<file path="src/rtl/i2c_reg_pkg.sv">
package i2c_reg_pkg;

  typedef enum logic [2:0] {
    ST_IDLE,
    ST_ADDR,
    ST_PTR,
    ST_WDATA,
    ST_ACK,
    ST_SEND,
    ST_MACK,
    ST_IGNORE
  } tgt_state_t;

  // Pointer lies inside the implemented bank.
  function automatic logic ptr_in_bank(input logic [7:0] p, input logic [7:0] bank);
    return p < bank;
  endfunction

  // Advance inside the bank, hold once outside it (no wrap).
  function automatic logic [7:0] ptr_next(input logic [7:0] p, input logic [7:0] bank);
    return ptr_in_bank(p, bank) ? p + 8'd1 : p;
  endfunction

  function automatic logic addr_matches(input logic [7:0] first_byte, input logic [6:0] dev);
    return first_byte[7:1] == dev;
  endfunction

  function automatic logic [7:0] pick_tx(input logic hit, input logic [7:0] rd,
                                         input logic [7:0] filler);
    return hit ? rd : filler;
  endfunction

endpackage

</file>
<file path="src/rtl/i2c_line_sync.sv">
module i2c_line_sync #(
  parameter int unsigned STAGES = 2
) (
  input  logic clk,
  input  logic rst_n,
  input  logic scl_i,
  input  logic sda_i,
  output logic scl_s,
  output logic sda_s,
  output logic scl_rise,
  output logic scl_fall,
  output logic start_evt,
  output logic stop_evt
);
  localparam int unsigned DEPTH = STAGES + 1;

  logic [DEPTH-1:0] scl_sh;
  logic [DEPTH-1:0] sda_sh;
  logic scl_d;
  logic sda_d;

  always_ff @(posedge clk or negedge rst_n) begin
    if (!rst_n) begin
      scl_sh <= '1;
      sda_sh <= '1;
    end else begin
      scl_sh <= {scl_sh[DEPTH-2:0], scl_i};
      sda_sh <= {sda_sh[DEPTH-2:0], sda_i};
    end
  end

  assign scl_s = scl_sh[STAGES-1];
  assign sda_s = sda_sh[STAGES-1];
  assign scl_d = scl_sh[STAGES];
  assign sda_d = sda_sh[STAGES];

  assign scl_rise  = scl_s & ~scl_d;
  assign scl_fall  = ~scl_s & scl_d;
  assign start_evt = scl_s & scl_d & sda_d & ~sda_s;
  assign stop_evt  = scl_s & scl_d & ~sda_d & sda_s;
endmodule

</file>
<file path="src/rtl/i2c_ptr_unit.sv">
module i2c_ptr_unit
  import i2c_reg_pkg::*;
#(
  parameter int unsigned NUM_REGS = 4
) (
  input  logic       clk,
  input  logic       rst_n,
  input  logic       set_en,
  input  logic [7:0] set_val,
  input  logic       adv_en,
  output logic [7:0] ptr
);
  localparam logic [7:0] BANK_SZ = 8'(NUM_REGS);

  always_ff @(posedge clk or negedge rst_n) begin
    if (!rst_n)      ptr <= 8'd0;
    else if (set_en) ptr <= set_val;
    else if (adv_en) ptr <= ptr_next(ptr, BANK_SZ);
  end
endmodule

</file>
<file path="src/rtl/i2c_reg_target.sv">
module i2c_reg_target
  import i2c_reg_pkg::*;
#(
  parameter logic [6:0]  DEV_ADDR    = 7'h2A,
  parameter int unsigned NUM_REGS    = 4,
  parameter logic [7:0]  DUMMY_VAL   = 8'hFF,
  parameter int unsigned SYNC_STAGES = 2
) (
  input  logic       clk,
  input  logic       rst_n,
  input  logic       scl_i,
  input  logic       sda_i,
  output logic       sda_oe,
  output logic       reg_wr_en,
  output logic [7:0] reg_wr_addr,
  output logic [7:0] reg_wr_data,
  output logic       reg_rd_stb,
  output logic [7:0] reg_rd_addr,
  input  logic [7:0] reg_rd_data
);
  localparam logic [7:0] BANK_SZ  = 8'(NUM_REGS);
  localparam logic [3:0] BYTE_LEN = 4'd8;

  logic scl_s, sda_s, scl_rise, scl_fall, start_evt, stop_evt;
  tgt_state_t state, after_ack;
  logic [7:0] shreg;
  logic [3:0] bitcnt;
  logic       mack;
  logic [7:0] ptr;

  // Named internal events
  logic frame_evt, receiving, byte_done, addr_hit, ptr_set, wr_evt;
  logic load_evt, quiet, in_bank;
  logic [7:0] load_val;

  i2c_line_sync #(.STAGES(SYNC_STAGES)) u_sync (
    .clk(clk), .rst_n(rst_n), .scl_i(scl_i), .sda_i(sda_i),
    .scl_s(scl_s), .sda_s(sda_s), .scl_rise(scl_rise), .scl_fall(scl_fall),
    .start_evt(start_evt), .stop_evt(stop_evt)
  );

  assign frame_evt = start_evt | stop_evt;
  assign receiving = (state == ST_ADDR) || (state == ST_PTR) || (state == ST_WDATA);
  assign byte_done = receiving && scl_fall && (bitcnt == BYTE_LEN) && !frame_evt;
  assign addr_hit  = addr_matches(shreg, DEV_ADDR);
  assign ptr_set   = byte_done && (state == ST_PTR);
  assign wr_evt    = byte_done && (state == ST_WDATA);
  assign load_evt  = scl_fall && !frame_evt &&
                     (((state == ST_ACK) && (after_ack == ST_SEND)) ||
                      ((state == ST_MACK) && mack));
  assign quiet     = (state == ST_IDLE) || (state == ST_IGNORE);
  assign in_bank   = ptr_in_bank(ptr, BANK_SZ);
  assign load_val  = pick_tx(in_bank, reg_rd_data, DUMMY_VAL);

  i2c_ptr_unit #(.NUM_REGS(NUM_REGS)) u_ptr (
    .clk(clk), .rst_n(rst_n), .set_en(ptr_set), .set_val(shreg),
    .adv_en(wr_evt | load_evt), .ptr(ptr)
  );

  assign reg_wr_en   = wr_evt && in_bank;
  assign reg_wr_addr = ptr;
  assign reg_wr_data = shreg;
  assign reg_rd_stb  = load_evt && in_bank;
  assign reg_rd_addr = ptr;

  always_ff @(posedge clk or negedge rst_n) begin
    if (!rst_n) begin
      state     <= ST_IDLE;
      after_ack <= ST_IDLE;
      shreg     <= 8'd0;
      bitcnt    <= 4'd0;
      sda_oe    <= 1'b0;
      mack      <= 1'b0;
    end else if (start_evt) begin
      state  <= ST_ADDR;
      bitcnt <= 4'd0;
      sda_oe <= 1'b0;
    end else if (stop_evt) begin
      state  <= ST_IDLE;
      sda_oe <= 1'b0;
    end else begin
      case (state)
        ST_ADDR, ST_PTR, ST_WDATA: begin
          if (scl_rise) begin
            shreg  <= {shreg[6:0], sda_s};
            bitcnt <= bitcnt + 4'd1;
          end else if (byte_done) begin
            bitcnt <= 4'd0;
            if (state == ST_ADDR && !addr_hit) begin
              state <= ST_IGNORE;
            end else begin
              state  <= ST_ACK;
              sda_oe <= 1'b1;
              if (state == ST_ADDR) after_ack <= shreg[0] ? ST_SEND : ST_PTR;
              else                  after_ack <= ST_WDATA;
            end
          end
        end
        ST_ACK, ST_MACK: begin
          if (scl_rise && state == ST_MACK) begin
            mack <= ~sda_s;
          end else if (load_evt) begin
            shreg  <= load_val;
            sda_oe <= ~load_val[7];
            bitcnt <= 4'd0;
            state  <= ST_SEND;
          end else if (scl_fall) begin
            sda_oe <= 1'b0;
            state  <= (state == ST_ACK) ? after_ack : ST_IGNORE;
          end
        end
        ST_SEND: begin
          if (scl_rise) begin
            bitcnt <= bitcnt + 4'd1;
          end else if (scl_fall) begin
            if (bitcnt == BYTE_LEN) begin
              sda_oe <= 1'b0;
              bitcnt <= 4'd0;
              state  <= ST_MACK;
            end else begin
              shreg  <= {shreg[6:0], 1'b0};
              sda_oe <= ~shreg[6];
            end
          end
        end
        default: ;
      endcase
    end
  end
endmodule

</file>
<file path="config.mk">
export PLATFORM = sky130hd
export DESIGN_NAME = i2c_reg_target
export DESIGN_NICKNAME = d
export VERILOG_FILES = /design/src/rtl/i2c_reg_pkg.sv /design/src/rtl/i2c_line_sync.sv /design/src/rtl/i2c_ptr_unit.sv /design/src/rtl/i2c_reg_target.sv
export SDC_FILE = /design/constraint.sdc
export NUM_CORES = 1
export LEC_CHECK = 0
export BUFFER_PORTS_ARGS = -buffer_cell sky130_fd_sc_hd__buf_2
export CAP_MARGIN = 20
export CORE_UTILIZATION = 40
export CTS_CLUSTER_DIAMETER = 30
export CTS_CLUSTER_SIZE = 14
export DETAILED_ROUTE_END_ITERATION = 10
export SETUP_SLACK_MARGIN = 0.15
export SLEW_MARGIN = 20
export SYNTH_ARGS = -nofsm -noshare
export SYNTH_HDL_FRONTEND = slang
export SYNTH_HIERARCHICAL = 1
export SYNTH_SLANG_ARGS = --single-unit
export TNS_END_PERCENT = 10
</file>
<file path="constraint.sdc">
create_clock -name clk -period 8.7 [get_ports clk]
set_clock_uncertainty 0.1 [all_clocks]
set_input_delay 0.87 -clock clk [delete_from_list [all_inputs] [get_ports clk]]
set_output_delay 0.87 -clock clk [all_outputs]
set_load 0.03 [all_outputs]
</file>
==> flow_metrics.py, run 1 <==
metrics = {
    "worst_setup_path": {
        "slowest_stage": "dfstp_2",
        "cp_num_cells": 5,
        "r2r_start": "u_sync/sda_sh[1]",
        "path_max_fanout": 7,
        "crit_family": "simple AND/OR/NAND/NOR gates",
        "arrival_ps": 2330,
        "crit_type": "reg -> out",
        "crit_buf_inv": 1,
        "crit_path_start_kind": "flop",
        "reg2reg_to": "u_ptr/ptr[0]",
        "cp-end-kind": "output port",
        "r2r_slack_ps": 5700,
        "path_cells": "and4b_1 -> or2_2 -> or3_1 -> nor3_1 -> buf_2",
        "worstPathRequired_ps": 7730,
        "critical-path-max-stage-delay_ps": 560,
        "ff2ff_path_depth": 7,
    },
    "worst_hold_path": {
        "min_path_type": "reg -> reg",
        "holdPathStages": 0,
        "hold_end": "u_sync/scl_sh[1]",
        "hold_path_startpoint": "u_sync/scl_sh[0]",
    },
    "sta": {
        "holdWs_ps": 257,
        "slew-limit-headroom_pct": 47.2,
        "period_share_pct": 37.9,
        "max_clock_freq_mhz": 303,
        "rsz0062_at_grt": "false",
        "fin_crit_ps": 3300,
        "setup_viol": 0,
        "drv_slew": 0,
        "finalHoldViolations": 0,
        "tightest_slew_ps": 790,
        "setup_tns_ps": 0,
    },
    "clock_network": {
        "cts_buffers": 5,
        "cts.repair.resized": 0,
        "cts_tree": "built",
        "ctsLongestPathBuffers": 2,
        "cts.reportedPaths.clkPinSlew_ps": 60,
        "clkLatencyLatePin_ps": 280,
        "clock-sinks": 34,
        "postCtsHoldBufs": 0,
        "h-tree-depth": 2,
        "root_buffer": "clkbuf_8",
        "post_cts_buffers": 0,
    },
    "global_route": {
        "grt_pass1_wl_mm": 7.34,
        "grtUsageTotal_pct": 18.2,
        "grt_max_degree": 35,
        "grt_antenna_before_repair": 0,
        "grt_pass1_vias": 1492,
        "overflow": 0,
    },
    "layout": {
        "utilization_pct": 47.6,
        "drive_above_1_share_pct": 31.1,
        "fill_cells": 481,
        "nNetsFinal": 249,
        "multiInputGateArea_sq_um": 1010,
        "fin_area_sq_um": 2260,
        "seq_area_sq_um": 858,
        "synthToLayoutAreaGrowth_pct": 13.2,
        "diodes": 0,
    },
    "synthesis": {
        "synthArstFlopShare_pct": 100,
        "ys_seq_elements": 34,
        "ys_warn_count": 6,
        "syn_inst": 207,
        "synth_seq_area_share_pct": 42.9,
        "synth.distinct_cells": 50,
        "synth_nets": 222,
        "synth_edf_count": 0,
        "netlist_area_sq_um": 2000,
        "ys.flop_type": "dfrtp_1",
        "avgSynthCellArea_sq_um": 9.67,
    },
    "route": {
        "wl_mm": 4.57,
        "wl_per_cell_um": 15.1,
        "antenna_left": 0,
        "drcViolationCount": 0,
        "viasPerCell": 5.36,
        "drt_iter0_drc": 80,
        "first_pass_iters": 4,
        "vias": 1620,
    },
    "floorplanning": {
        "chipHeight_um": 72.7,
        "coreArea_sq_um": 4750,
        "dieArea_sq_um": 5290,
        "boundaryPins": 39,
        "start_util_pct": 42.1,
        "die_w_um": 72.7,
        "row_count": 25,
    },
    "power_and_ir_drop": {
        "ir_drop_uv": 106,
        "total_power_uw": 484,
        "cellPowerDensity_nw_per_um2": 214,
        "leakage_nw": 1.08,
    },
    "place": {
        "gp_congestion": 0.898,
        "placed_area_sq_um": 2170,
        "place_hpwl_mm": 3.18,
        "portBuffers": 38,
    },
    "status": {
        "outcome": "finished, final reports clean",
    },
    "run": {
        "drv_cap": 0,
    },
}
final cells by class:
type / count / area share [%]
clock buffer: 8 / 3.98
multi-input combinational: 147 / 44.7
sequential: 34 / 37.9
inverter: 8 / 1.33
timing repair buffer: 38 / 8.40
tap: 67 / 3.70
Yosys cell counts (3+ instances only):
cell type  count  area, sq um
a211o_1        4         35.0
a21o_1         3         22.5
a21oi_1        9         45.0
and3_1         3         18.8
buf_4          8         60.1
clkbuf_1       8         30.0
dfrtp_1       28          701
dfstp_2        6          158
ha_1           3         37.5
inv_1          8         30.0
mux2_2        14          158
nand2_1       11         41.3
nand2b_1       5         31.3
nand3_1        3         15.0
nor2_1        24         90.1
nor2b_1        5         31.3
nor3_1        13         65.1
nor3b_1        3         22.5
o21ai_0        9         45.0
cell usage in the layout, fill, tap and decap left out, drive strengths merged, types with 2 or more instances in the layout:
cell type	netlist	layout
ha	3	3
and4b	2	2
nand3	3	3
mux2	14	14
a31o	2	2
nand2	11	11
nor2b	7	7
nor4	2	2
nor4b	2	2
buf	9	38
o21ai	9	9
inv	8	8
nor2	24	24
o21a	2	2
or3	2	2
nand4	2	2
a21o	3	3
a211o	4	4
nor3b	3	3
clkbuf	9	8
nor3	13	13
dfrtp	28	28
and3	3	3
a21oi	9	9
nand2b	5	5
or2	2	2
a311oi	2	2
dfstp	6	6
per-layer routing:
metal  wire, um  GRT usage (%)  vias up
met3        199           4.83       11
met4        118           7.84        0
met1       2240           26.1      770
met5          0              0        -
li1           -              -      791
met2       2020           25.9       48
worst reg2reg max path: cells and delay by family (launching register included):
family,cells,cell delay [ps]
compound gates,2,330
flops,1,560
simple gates,5,1890
worst max path at each step:
| stage | from | to | slack [ps] |
|---|---|---|---|
| after floorplan | u_sync/sda_sh[1] | reg_wr_en | 5390 |
| after global placement | u_sync/sda_sh[1] | reg_wr_en | 5690 |
| after detailed placement | u_sync/sda_sh[1] | u_ptr/ptr[0] | 5710 |
| after CTS | u_sync/sda_sh[1] | reg_wr_en | 5410 |
| after global routing | u_sync/sda_sh[1] | reg_wr_en | 5270 |
| final | u_sync/sda_sh[1] | reg_wr_en | 5400 |
kinds of logic (layout without fill, tap and decap cells):
| group | Yosys count | count (layout) | share of synthesized area [%] |
|---|---|---|---|
| compound gates | 42 | 42 | 15.8 |
| fa+ha+maj | 4 | 4 | 2.38 |
| buf+inv | 26 | 54 | 6.50 |
| flops | 34 | 34 | 42.9 |
| mux | 14 | 14 | 7.88 |
| simple gates | 87 | 87 | 24.6 |
stage by stage:
stage / setup slack, ps / cells
after CTS: 5410 / 302
after global routing: 5270 / 302
after floorplan: 5390 / 207
after detailed placement: 5710 / 294
after global placement: 5690 / 294
final: 5400 / 302
where the power goes:
part	switching (mW)	internal (mW)
clock network	0.0564	0.0646
logic	0.0843	0.0603
registers	0.0356	0.183
total	0.176	0.308
flip-flops by register name, indices dropped and copies added, names as in the netlist:
signal	flops
u_sync/scl_sh	3
state	3
reg_wr_data	8
sda_oe	1
after_ack	3
u_sync/sda_sh	3
u_ptr/ptr	8
bitcnt	4
mack	1
No activity file was read; power rests on OpenSTA's default activity.
==> inputs of run 2 (changes only) <==
Clock period 8.7 ns to 2.9 ns, I/O delays scaled along.
==> run 2 against run 1 <==
The run now ends with negative hold slack left. Largest power group unchanged. Global-route usage up 1.1 points. Critical path depth grew 2. Cell count rose by 4.3%. Critical path type is now reg -> reg. Via count grew 2.1%. Wire length rose by 3.4%.
==> flow_metrics.py, run 2 (same netlist as run 1, synthesis figures left out) <==
metrics = {
    "clock_network": {
        "ctsLongestPathBuffers": 2,
        "h-tree-depth": 2,
        "clock-sinks": 34,
        "root_buffer": "clkbuf_8",
        "cts_buffers": 5,
        "clkLatencyLatePin_ps": 280,
        "cts_tree": "built",
        "cts.reportedPaths.clkPinSlew_ps": 70,
    },
    "worst_hold_path": {
        "min_path_type": "in -> async",
    },
    "layout": {
        "synthToLayoutAreaGrowth_pct": 19.8,
        "drive_above_1_share_pct": 35.9,
        "diodes": 0,
        "nNetsFinal": 262,
        "utilization_pct": 50.4,
        "fill_cells": 463,
        "final_cell_mix": "buf_2 (38), dfrtp_1 (28), nor2_1 (24), mux2_2 (14), nor3_1 (13)",
        "stdcell_count": 315,
        "mostFrequentLayoutCell": "buf_2",
    },
    "worst_setup_path": {
        "crit_path_start_kind": "flop",
        "worstPathRequired_ps": 3030,
        "critical-path-max-stage-delay_ps": 560,
        "arrival_ps": 2770,
        "startpoint": "u_sync/sda_sh[1]",
        "r2r_slack_ps": 260,
        "path_cells": "and4b_2 -> or2_2 -> or3_4 -> o21ai_2 -> or4b_4 -> nor4_4 -> a211o_1",
        "crit_type": "reg -> reg",
        "crit_family": "simple AND/OR/NAND/NOR gates",
        "slowest_stage": "dfstp_2",
        "ff2ff_path_depth": 7,
        "crit_buf_inv": 0,
        "reg2reg_to": "u_ptr/ptr[0]",
        "cp-end-kind": "flop",
        "r2r_start": "u_sync/sda_sh[1]",
        "path_max_fanout": 5,
    },
    "floorplanning": {
        "die_w_um": 72.7,
        "dieArea_sq_um": 5290,
        "boundaryPins": 39,
        "coreArea_sq_um": 4750,
        "row_count": 25,
        "chipHeight_um": 72.7,
        "start_util_pct": 42.1,
    },
    "route": {
        "drt_iter0_drc": 64,
        "vias": 1654,
        "drcViolationCount": 0,
        "viasPerCell": 5.25,
        "wl_per_cell_um": 15.0,
        "antenna_left": 0,
        "first_pass_iters": 4,
        "wl_mm": 4.73,
    },
    "place": {
        "portBuffers": 38,
        "placed_cells": 303,
        "place_hpwl_mm": 3.36,
        "gp_congestion": 0.823,
    },
    "sta": {
        "holdWs_ps": -17.6,
        "period_share_pct": 91.0,
        "fin_crit_ps": 2640,
        "max_clock_freq_mhz": 379,
        "tightest_slew_ps": 779,
        "finalHoldViolations": 28,
        "setup_viol": 0,
        "setup_tns_ps": 0,
        "drv_slew": 0,
        "rsz0062_at_grt": "false",
        "slew-limit-headroom_pct": 48.1,
    },
    "global_route": {
        "grt_max_degree": 35,
        "grtUsageTotal_pct": 19.4,
        "grt_pass1_vias": 1545,
        "overflow": 0,
        "grt_antenna_before_repair": 0,
        "grt_pass1_wl_mm": 7.73,
    },
    "power_and_ir_drop": {
        "switching_share_pct": 36.5,
        "switchingPower_uw": 535,
        "ir_drop_uv": 356,
        "cellPowerDensity_nw_per_um2": 612,
        "clockPowerShare_pct": 24.7,
        "leakage_nw": 1.16,
        "seq_power_share_pct": 45.1,
        "p_comb_share_pct": 30.3,
        "p_int_uw": 931,
    },
    "run": {
        "drv_cap": 0,
    },
    "status": {
        "outcome": "finished with violations",
        "violations": "negative hold slack",
    },
}
run 2: routing by layer:
metal | routed length, um | GRT usage (%)
met1 | 2360 | 28.3
met2 | 2090 | 28.8
met3 | 218 | 4.14
met4 | 64 | 5.88
met5 | 0 | 0
run 2: worst reg2reg max path, cell delays in order (launching register included):
cell and delay [ps]:
dfstp_2 560, and4b_2 260, or2_2 310, or3_4 390
o21ai_2 150, or4b_4 500, nor4_4 210, a211o_1 120
run 2: worst max-delay path by stage:
stage | depth (start not counted) | end | slack [ps]
3_5_place_dp | 7 | u_ptr/ptr[0] | 140
5_1_grt | 7 | u_ptr/ptr[0] | 150
3_3_place_gp | 7 | u_ptr/ptr[0] | 220
6_report | 7 | u_ptr/ptr[0] | 260
4_1_cts | 7 | u_ptr/ptr[0] | 180
2_1_floorplan | 8 | u_ptr/ptr[0] | 160
run 2: final cells by class:
| class | count | area (sq um) | area share [%] |
|---|---|---|---|
| Multi-Input combinational cell | 147 | 1040 | 43.4 |
| Tap cell | 67 | 83.8 | 3.50 |
| Sequential cell | 34 | 858 | 35.8 |
| Clock buffer | 8 | 90.1 | 3.76 |
| Timing Repair Buffer | 51 | 293 | 12.2 |
| Inverter | 8 | 30.0 | 1.25 |
run 2: through the flow:
stage          setup WS, ps  power [mW]  instance area [sq um]
2_1_floorplan           158       0.958                   2010
6_report                261        1.47                   2400
5_1_grt                 155        1.56                   2400
4_1_cts                 176        1.48                   2360
3_3_place_gp            217        1.10                   2250
3_5_place_dp            143        1.11                   2250
run 2: power groups by stage:
stage               clock [mW]  sequential (mW)  combinational [mW]
floorplan                    0            0.731               0.227
global placement             0            0.662               0.440
detailed placement           0            0.665               0.441
CTS                      0.373            0.658               0.444
global route             0.393            0.675               0.488
finish                   0.362            0.660               0.444
run 2: timing repair:
| item | in CTS | in global routing |
|---|---|---|
| cloned | 0 | 0 |
| pin swaps | 0 | 0 |
| hold buffers | 2 | 0 |
| setup buffers | 0 | 2 |
| endpoints found under the hold margin | 2 | 0 |
| endpoints found under the setup margin | 2 | 3 |
| resized for setup | 1 | 5 |
==> inputs of run 3 (changes only) <==
Settings changed: REMOVE_ABC_BUFFERS set to 1.
==> run 3 against run 2 <==
The flow now finishes without violations. Worst setup slack worse by 52 ps. Largest cell class unchanged. Flip-flop and latch count unchanged. Critical path type is now reg -> out. Utilization up 0.68 points.
==> flow_metrics.py, run 3 (same netlist as run 1, synthesis figures left out) <==
metrics = {
    "power_and_ir_drop": {
        "ir_drop_uv": 347,
        "leakage_nw": 1.18,
        "cellPowerDensity_nw_per_um2": 620,
    },
    "route": {
        "vias": 1661,
        "wl_mm": 4.78,
        "viasPerCell": 5.26,
        "drcViolationCount": 0,
        "drt_iter0_drc": 104,
        "met2_length_mm": 2.17,
        "wl_per_cell_um": 15.1,
        "first_pass_iters": 4,
        "antenna_left": 0,
        "wl_met1_mm": 2.39,
        "met3_length_um": 131,
        "top_layer_used": "met4",
    },
    "clock_network": {
        "cts_buffers": 5,
        "cts.reportedPaths.clkPinSlew_ps": 60,
        "ctsLongestPathBuffers": 2,
        "h-tree-depth": 2,
        "cts_tree": "built",
        "root_buffer": "clkbuf_8",
        "clock-sinks": 34,
        "clkLatencyLatePin_ps": 290,
    },
    "floorplanning": {
        "chipHeight_um": 72.7,
        "start_util_pct": 42.1,
        "die_w_um": 72.7,
        "boundaryPins": 39,
        "coreArea_sq_um": 4750,
        "row_count": 25,
        "dieArea_sq_um": 5290,
    },
    "worst_setup_path": {
        "crit_buf_inv": 1,
        "ff2ff_path_depth": 7,
        "crit_family": "simple AND/OR/NAND/NOR gates",
        "reg2reg_to": "u_ptr/ptr[0]",
        "r2r_start": "u_sync/sda_sh[1]",
        "startpoint": "u_sync/sda_sh[1]",
        "worstPathRequired_ps": 2510,
        "arrival_ps": 2300,
        "path_max_fanout": 6,
        "crit_path_start_kind": "flop",
        "r2r_slack_ps": 210,
        "critical-path-max-stage-delay_ps": 560,
        "crit_type": "reg -> out",
        "cp-end-kind": "output port",
        "path_cells": "and4b_2 -> or2_2 -> or3_4 -> nor3_1 -> buf_4",
        "slowest_stage": "dfstp_2",
    },
    "worst_hold_path": {
        "min_path_type": "in -> reg",
        "holdPathStages": 4,
        "hold_path_startpoint": "reg_rd_data[2]",
        "hold_end": "reg_wr_data[2]",
    },
    "sta": {
        "max_clock_freq_mhz": 372,
        "rsz0062_at_grt": "false",
        "slew-limit-headroom_pct": 50.3,
        "finalHoldViolations": 0,
        "tightest_slew_ps": 745,
        "setup_tns_ps": 0,
        "period_share_pct": 92.8,
        "drv_slew": 0,
        "setup_viol": 0,
        "fin_crit_ps": 2690,
    },
    "layout": {
        "drive_above_1_share_pct": 36.5,
        "mostFrequentLayoutCell": "buf_2",
        "synthToLayoutAreaGrowth_pct": 21.4,
        "final_cell_mix": "buf_2 (37), dfrtp_1 (28), nor2_1 (24), mux2_2 (14), nor3_1 (13)",
        "utilization_pct": 51.1,
        "nNetsFinal": 263,
        "diodes": 0,
    },
    "place": {
        "place_hpwl_mm": 3.47,
        "gp_congestion": 0.931,
        "portBuffers": 38,
    },
    "global_route": {
        "overflow": 0,
        "grt_pass1_wl_mm": 7.83,
        "grt_max_degree": 35,
        "grt_pass1_vias": 1585,
        "grtUsageTotal_pct": 19.7,
        "grt_antenna_before_repair": 0,
    },
    "status": {
        "outcome": "finished, final reports clean",
    },
    "run": {
        "drv_cap": 0,
    },
}
-- run 3: changes by cell type in the layout (fill, tap and decap cells not counted), sizes merged --
cell         previous run  this run
dlygate4sd3             2         3
-- run 3: tightest hold or removal path: stages --
cell and delay [ps]:
buf_2 70, nor3_1 40, nor2_1 70, mux2_2 140
-- run 3: where the power goes --
group | leakage [nW] | total [mW] | switching [mW] | internal (mW)
combinational | 0.683 | 0.446 | 0.256 | 0.190
sequential | 0.435 | 0.651 | 0.103 | 0.549
clock | 0.0575 | 0.408 | 0.168 | 0.240
-- run 3: final cells by class --
| type | count | area [sq um] |
|---|---|---|
| multi-input combinational | 147 | 1040 |
| clock buffer | 8 | 110 |
| tap | 67 | 83.8 |
| inverter | 8 | 30.0 |
| timing repair buffer | 52 | 305 |
| fill | 468 | 2330 |
| sequential | 34 | 858 |
-- run 3: worst max path at each step --
| stage | cells past startpoint | slack (ps) | end |
|---|---|---|---|
| floorplan | 7 | 180 | u_ptr/ptr[0] |
| global placement | 7 | 210 | u_ptr/ptr[0] |
| detailed placement | 7 | 170 | u_ptr/ptr[0] |
| CTS | 5 | 180 | reg_wr_en |
| global route | 7 | 120 | u_ptr/ptr[0] |
| finish | 5 | 210 | reg_wr_en |
-- run 3: metal layers --
layer  vias to the layer above  GRT usage (%)
li1                        823              -
met1                       799           28.7
met2                        31           28.3
met3                         8           3.45
met4                         0           8.93
met5                         -              0
-- run 3: what timing repair did --
action | 4_1_cts | 5_1_grt
buffers inserted | 0 | 0
endpoints found under the hold margin | 30 | 0
gates resized for setup | 1 | 8
hold buffers | 3 | 0
setup endpoints to repair | 1 | 4
-- run 3: through the flow --
step	area [sq um]	power, mW	hold slack (ps)	setup slack [ps]	std cells
2_1_floorplan	1900	0.952	-106	183	189
3_3_place_gp	2260	1.10	246	213	305
3_5_place_dp	2260	1.11	249	173	305
4_1_cts	2400	1.52	254	181	316
5_1_grt	2430	1.59	262	119	316
6_report	2430	1.51	256	209	316
